===== config.mk =====
export PLATFORM = sky130hd
export DESIGN_NAME = twr_read_slave
export DESIGN_NICKNAME = d
export VERILOG_FILES = /design/src/rtl/twr_pkg.sv /design/src/rtl/twr_line_sync.sv /design/src/rtl/twr_pattern_store.sv /design/src/rtl/twr_read_slave.sv
export SDC_FILE = /design/constraint.sdc
export NUM_CORES = 1
export LEC_CHECK = 0
export ABC_AREA = 1
export BUFFER_PORTS_ARGS = -buffer_cell sky130_fd_sc_hd__buf_4
export CAP_MARGIN = 0
export CORE_MARGIN = 8
export CORE_UTILIZATION = 68
export CTS_CLUSTER_SIZE = 14
export DETAILED_ROUTE_END_ITERATION = 7
export GPL_TIMING_DRIVEN = 1
export PLACE_DENSITY = 0.95
export SLEW_MARGIN = 5
export SYNTH_ARGS = -nofsm -noshare
export SYNTH_HDL_FRONTEND = slang
export SYNTH_SLANG_ARGS = --single-unit

===== constraint.sdc =====
create_clock -name clk -period 8.3 [get_ports clk]
set_input_delay 0.415 -clock clk [delete_from_list [all_inputs] [get_ports clk]]
set_output_delay 0.415 -clock clk [all_outputs]
set_load 0.005 [all_outputs]

===== src/rtl/twr_pkg.sv =====
package twr_pkg;

  typedef enum logic [2:0] {
    S_IDLE,
    S_DEV,
    S_AHI,
    S_ALO,
    S_ACK,
    S_TX,
    S_MACK,
    S_HOLD
  } twr_state_t;

  // Stored content as a pure function of the address (zero-extended to 16 bits).
  function automatic logic [7:0] pattern_byte(input logic [15:0] a);
    logic [15:0] prod;
    prod = a * 16'd29;
    return prod[7:0] ^ a[15:8] ^ 8'hA5;
  endfunction

endpackage


===== src/rtl/twr_line_sync.sv =====
module twr_line_sync #(
  parameter int STAGES = 2
) (
  input  logic clk,
  input  logic rst_n,
  input  logic scl_i,
  input  logic sda_i,
  output logic scl_s,
  output logic sda_s,
  output logic scl_rise,
  output logic scl_fall,
  output logic start_evt,
  output logic stop_evt
);

  logic [STAGES-1:0] scl_pipe;
  logic [STAGES-1:0] sda_pipe;
  logic              scl_d;
  logic              sda_d;

  always_ff @(posedge clk) begin
    if (!rst_n) begin
      scl_pipe <= '1;
      sda_pipe <= '1;
      scl_d    <= 1'b1;
      sda_d    <= 1'b1;
    end else begin
      scl_pipe <= {scl_pipe[STAGES-2:0], scl_i};
      sda_pipe <= {sda_pipe[STAGES-2:0], sda_i};
      scl_d    <= scl_pipe[STAGES-1];
      sda_d    <= sda_pipe[STAGES-1];
    end
  end

  assign scl_s     = scl_pipe[STAGES-1];
  assign sda_s     = sda_pipe[STAGES-1];
  assign scl_rise  = scl_s & ~scl_d;
  assign scl_fall  = ~scl_s & scl_d;
  assign start_evt = scl_s & scl_d & sda_d & ~sda_s;
  assign stop_evt  = scl_s & scl_d & ~sda_d & sda_s;

endmodule


===== src/rtl/twr_pattern_store.sv =====
module twr_pattern_store
  import twr_pkg::*;
#(
  parameter int AW = 14
) (
  input  logic          clk,
  input  logic          rst_n,
  input  logic [AW-1:0] rd_addr,
  output logic [7:0]    rd_data
);

  logic [15:0] addr_ext;
  assign addr_ext = 16'(rd_addr);

  always_ff @(posedge clk) begin
    if (!rst_n) rd_data <= 8'h00;
    else        rd_data <= pattern_byte(addr_ext);
  end

endmodule


===== src/rtl/twr_read_slave.sv =====
module twr_read_slave
  import twr_pkg::*;
#(
  parameter logic [6:0] DEV_ID      = 7'h50,
  parameter int         AW          = 14,
  parameter int         SYNC_STAGES = 2
) (
  input  logic clk,
  input  logic rst_n,
  input  logic scl_i,
  input  logic sda_i,
  output logic sda_oe
);

  localparam int         HI_BITS  = AW - 8;
  localparam logic [3:0] BYTE_LEN = 4'd8;

  logic scl_s, sda_s, scl_rise, scl_fall, start_evt, stop_evt;

  twr_line_sync #(.STAGES(SYNC_STAGES)) u_sync (
    .clk       (clk),
    .rst_n     (rst_n),
    .scl_i     (scl_i),
    .sda_i     (sda_i),
    .scl_s     (scl_s),
    .sda_s     (sda_s),
    .scl_rise  (scl_rise),
    .scl_fall  (scl_fall),
    .start_evt (start_evt),
    .stop_evt  (stop_evt)
  );

  twr_state_t           state, ret_state;
  logic [3:0]           bit_cnt;
  logic [7:0]           sh;
  logic [AW-1:0]        addr;
  logic [HI_BITS-1:0]   addr_hi;
  logic                 mack_ok;
  logic [7:0]           rd_data;

  twr_pattern_store #(.AW(AW)) u_store (
    .clk     (clk),
    .rst_n   (rst_n),
    .rd_addr (addr),
    .rd_data (rd_data)
  );

  function automatic logic [AW-1:0] addr_inc(input logic [AW-1:0] a);
    return a + AW'(1);
  endfunction

  function automatic logic [AW-1:0] compose_addr(input logic [HI_BITS-1:0] hi,
                                                 input logic [7:0] lo);
    return {hi, lo};
  endfunction

  // Named internal events, used by the state machine and by the checker.
  logic rx_state, rx_done, dev_match, addr_load, byte_load, ack_end, mack_end;

  assign rx_state  = (state == S_DEV) || (state == S_AHI) || (state == S_ALO);
  assign rx_done   = rx_state && scl_fall && (bit_cnt == BYTE_LEN);
  assign dev_match = (sh[7:1] == DEV_ID);
  assign addr_load = rx_done && (state == S_ALO);
  assign ack_end   = scl_fall && (state == S_ACK);
  assign mack_end  = scl_fall && (state == S_MACK);
  assign byte_load = !start_evt && !stop_evt &&
                     ((ack_end && ret_state == S_TX) || (mack_end && mack_ok));

  always_ff @(posedge clk) begin
    if (!rst_n) begin
      state     <= S_IDLE;
      ret_state <= S_IDLE;
      bit_cnt   <= '0;
      sh        <= '0;
      addr      <= '0;
      addr_hi   <= '0;
      mack_ok   <= 1'b0;
      sda_oe    <= 1'b0;
    end else if (start_evt) begin
      state   <= S_DEV;
      bit_cnt <= '0;
      sda_oe  <= 1'b0;
    end else if (stop_evt) begin
      state   <= S_IDLE;
      sda_oe  <= 1'b0;
    end else begin
      case (state)
        S_DEV, S_AHI, S_ALO: begin
          if (scl_rise && bit_cnt < BYTE_LEN) begin
            sh      <= {sh[6:0], sda_s};
            bit_cnt <= bit_cnt + 4'd1;
          end
          if (rx_done) begin
            bit_cnt <= '0;
            if (state == S_DEV) begin
              if (dev_match) begin
                sda_oe    <= 1'b1;
                state     <= S_ACK;
                ret_state <= sh[0] ? S_TX : S_AHI;
              end else begin
                state <= S_IDLE;
              end
            end else if (state == S_AHI) begin
              addr_hi   <= sh[HI_BITS-1:0];
              sda_oe    <= 1'b1;
              state     <= S_ACK;
              ret_state <= S_ALO;
            end else begin
              addr      <= compose_addr(addr_hi, sh);
              sda_oe    <= 1'b1;
              state     <= S_ACK;
              ret_state <= S_HOLD;
            end
          end
        end
        S_ACK: begin
          if (scl_fall) begin
            state   <= ret_state;
            bit_cnt <= '0;
            if (ret_state == S_TX) begin
              sh     <= rd_data;
              sda_oe <= ~rd_data[7];
              addr   <= addr_inc(addr);
            end else begin
              sda_oe <= 1'b0;
            end
          end
        end
        S_TX: begin
          if (scl_rise) bit_cnt <= bit_cnt + 4'd1;
          if (scl_fall) begin
            if (bit_cnt == BYTE_LEN) begin
              sda_oe  <= 1'b0;
              state   <= S_MACK;
              bit_cnt <= '0;
            end else begin
              sh     <= {sh[6:0], 1'b0};
              sda_oe <= ~sh[6];
            end
          end
        end
        S_MACK: begin
          if (scl_rise) mack_ok <= ~sda_s;
          if (scl_fall) begin
            if (mack_ok) begin
              state   <= S_TX;
              bit_cnt <= '0;
              sh      <= rd_data;
              sda_oe  <= ~rd_data[7];
              addr    <= addr_inc(addr);
            end else begin
              state <= S_IDLE;
            end
          end
        end
        default: ;
      endcase
    end
  end

endmodule


==> metrics.txt <==
Clock Pin Slew Worst Setup and Hold Paths roughly 0.1 ns; nets 541; cell count after synthesis approximately 520; Resized cells post-CTS 0; GPL Wtd Cong between 0.9 and 1; Setup Buffers After CTS 0; Relative slew margins roughly two thirds; arrival time worst endpoint 3.18 ns; Setup CP Type register to register; mapped cell area roughly 3300 µm²; Max Clock Skew ~0.0084 ns; post-synthesis mux area share 0%; Synth area leader dfxtp_1; r2r worst-path depth 12; DRC Markers 0; Post-DRT Antenna Nets 0; Critical Path Fanout Max 7; wire per inst between 10 and 15 µm; Avg Vias per Cell 5.62; Post-DP HPWL 5.59 mm; Yosys reg bits 54; Pleak about 1.8 nW; drt pass-1 iters 5; Adder-Cell Fraction of Synth Area under 10%; full die area 7410 µm²; CP endpoint kind register; Worst Hold Endpoint u_sync.scl_pipe[0]$_SDFF_PN1_; Starting Density between 70% and 80%; synthesized area per cell approximately 6.5 µm²; die width about 86 µm; initial antenna violation count 0; EDFF count, synth 0; first-pass GRT wire length approximately 13 mm; Power Total about 0.0014 W; max incr delay on CP approximately 0.53 ns; Tmin final around 3.0 ns; clk sinks 54; CP required about 8.5 ns; Setup crit start kind register; H-tree Lvls 2; gr ovfl total 0; Worst-Margin Slew about 0.48 ns; most frequent CP cell inv_1; ys async rst share 0%; Util after Layout roughly three quarters; fillcell total between 300 and 400; setup_tns 0 ns; Hold Buf Count CTS 0; RSZ-0062 raised after global routing no; simple-gate portion of the synthesized area around a third; max_cap viols 0; pin count of the biggest net entering global routing 38; predominant post-synthesis flop cell dfxtp_1; Root Driver clkbuf_8; Cell Pwr Density ~410 nW/µm²; min-delay worst type input pin to register; Hold Crit Start scl_i; Site Rows 25; Synth top cells by count 129 x nand2_1, 86 x nor2_1, 71 x inv_1; Final setup viols 0; core box area ~4700 µm²; worst r2r src addr[2]$_SDFFE_PN0P_; CTS tree yes; Synth top area share between 30% and 40%; RR Endpoint u_store.rd_data[7]$_SDFF_PN0_; xor and xnor area share after synthesis around 3.4%; status complete, no violations; FMAX about 0.34 GHz; Synth Area in Compound Gates 10.8%; Port Buffer Count 4; slack of the worst reg-to-reg path about 5.3 ns; main combinational cell family by area after synthesis simple AND/OR/NAND/NOR gates; vias in the first global route 2,874; period utilization approximately 36%; cells along the critical path inv_1 > fa_1 > inv_1 > ha_1 > fa_1 > ha_1 > inv_1 > o21ai_0 > a21oi_1 > nand3_1 > nand2_1 > nor2_1; layout cells sized above 1 between 4 and 5%; syn nets about 540; DRT Wirelength about 8 mm; register area share after synthesis about 32%; worst hold path cell count 2; initial DRC count 383; Diodes inserted 0; IO Pins 5; slowest CP cell fa_1; Peak VDD IR 197 µV; largest cells by area after synthesis dfxtp_1 32%, nand2_1 14%, nor2_1 9.7%; Longest Clk Path Bufs 2; TritonCTS buffer count 5; most common cell in the netlist nand2_1; Vias 3,272; Area Growth Syn to Fin 4.60%; overall global routing resource usage a little over a fifth; Synthesis Warnings 0; Yosys cell types 29; clock latency on the worst-skew pair just over 0.3 ns; final hold vios 0; fin. max-slew vios 0; Die Y ~86 µm
[layout by cell type (no fill, tap or decap), types with 4 or more instances in the layout]
| cell type | instances |
|---|---|
| nand2_1 | 129 |
| nor2_1 | 86 |
| inv_1 | 71 |
| dfxtp_1 | 54 |
| o21ai_0 | 42 |
| nand3_1 | 30 |
| a21oi_1 | 20 |
| ha_1 | 16 |
| nor3_1 | 9 |
| nand4_1 | 8 |
| xor2_1 | 7 |
| xnor2_1 | 6 |
| fa_1 | 6 |
| clkbuf_8 | 5 |
| buf_4 | 5 |
| o21ai_1 | 4 |
| or2_2 | 4 |
[metal layers]
metal	GRT usage [%]	wire [µm]	part of all wire [%]	up-vias
li1	-	-	-	1612
met1	28.6	3450	43	1477
met2	34.3	3690	46	160
met3	4.30	661	8.3	23
met4	7.32	175	2.2	0
met5	0	0	0	-
[critical path: cells and delay by family, from the launching register on]
family          cells  cell delay, ns
simple gates        3            0.20
fa+ha+maj           4            1.62
compound gates      2            0.26
flops               1            0.50
buf+inv             3            0.29
[kinds of logic (layout without fill, tap and decap cells)]
group                      after synthesis  count (layout)
DFF                                     54              54
buffers and inverters                   87              85
xor gates and xnor gates                13              13
and+or+nand+nor                        271             271
AOI/OAI and AO/OA                       70              70
adders and majority gates               22              22
[through the flow]
step	instance area [µm²]	instances	setup WS (ns)	hold slack (ns)
global route	3500	582	5.17	0.289
detailed placement	3390	575	5.34	0.406
floorplan	3340	517	5.58	0.393
CTS	3500	582	5.33	0.294
finish	3500	582	5.33	0.293
global placement	3390	575	5.47	0.400
[registers in the layout, indices dropped and copies added (netlist names), 2 cells and up]
register / cells
sh: 8
u_sync.scl_pipe: 2
state: 3
ret_state: 3
u_sync.sda_pipe: 2
addr_hi: 6
u_store.rd_data: 8
bit_cnt: 4
addr: 14
[where the power goes]
group / total, W / switching (W) / internal, W / leakage [nW]
sequential: 0.000430 / 0.0000883 / 0.000342 / 0.442
combinational: 0.000837 / 0.000545 / 0.000292 / 1.28
clock: 0.000178 / 0.0000887 / 0.0000889 / 0.0542
[area by class of cell]
cell class | count | area, µm² | share of cell area, %
clock inverter | 2 | 38.8 | 1.11
inverter | 73 | 274 | 7.84
sequential | 54 | 1080 | 30.9
timing repair buffer | 5 | 37.5 | 1.07
multi-input combinational | 376 | 1910 | 54.7
tap | 67 | 83.8 | 2.40
clock buffer | 5 | 68.8 | 1.97
[worst max-delay path by stage]
stage                               from  slack (ns)                       endpoint
floorplan           addr[2]$_SDFFE_PN0P_        5.58  u_store.rd_data[7]$_SDFF_PN0_
global placement    addr[2]$_SDFFE_PN0P_        5.47  u_store.rd_data[7]$_SDFF_PN0_
detailed placement  addr[2]$_SDFFE_PN0P_        5.34  u_store.rd_data[7]$_SDFF_PN0_
CTS                 addr[2]$_SDFFE_PN0P_        5.33  u_store.rd_data[7]$_SDFF_PN0_
global route        addr[2]$_SDFFE_PN0P_        5.17  u_store.rd_data[7]$_SDFF_PN0_
finish              addr[2]$_SDFFE_PN0P_        5.33  u_store.rd_data[7]$_SDFF_PN0_
(Power assumes the default switching activity.)
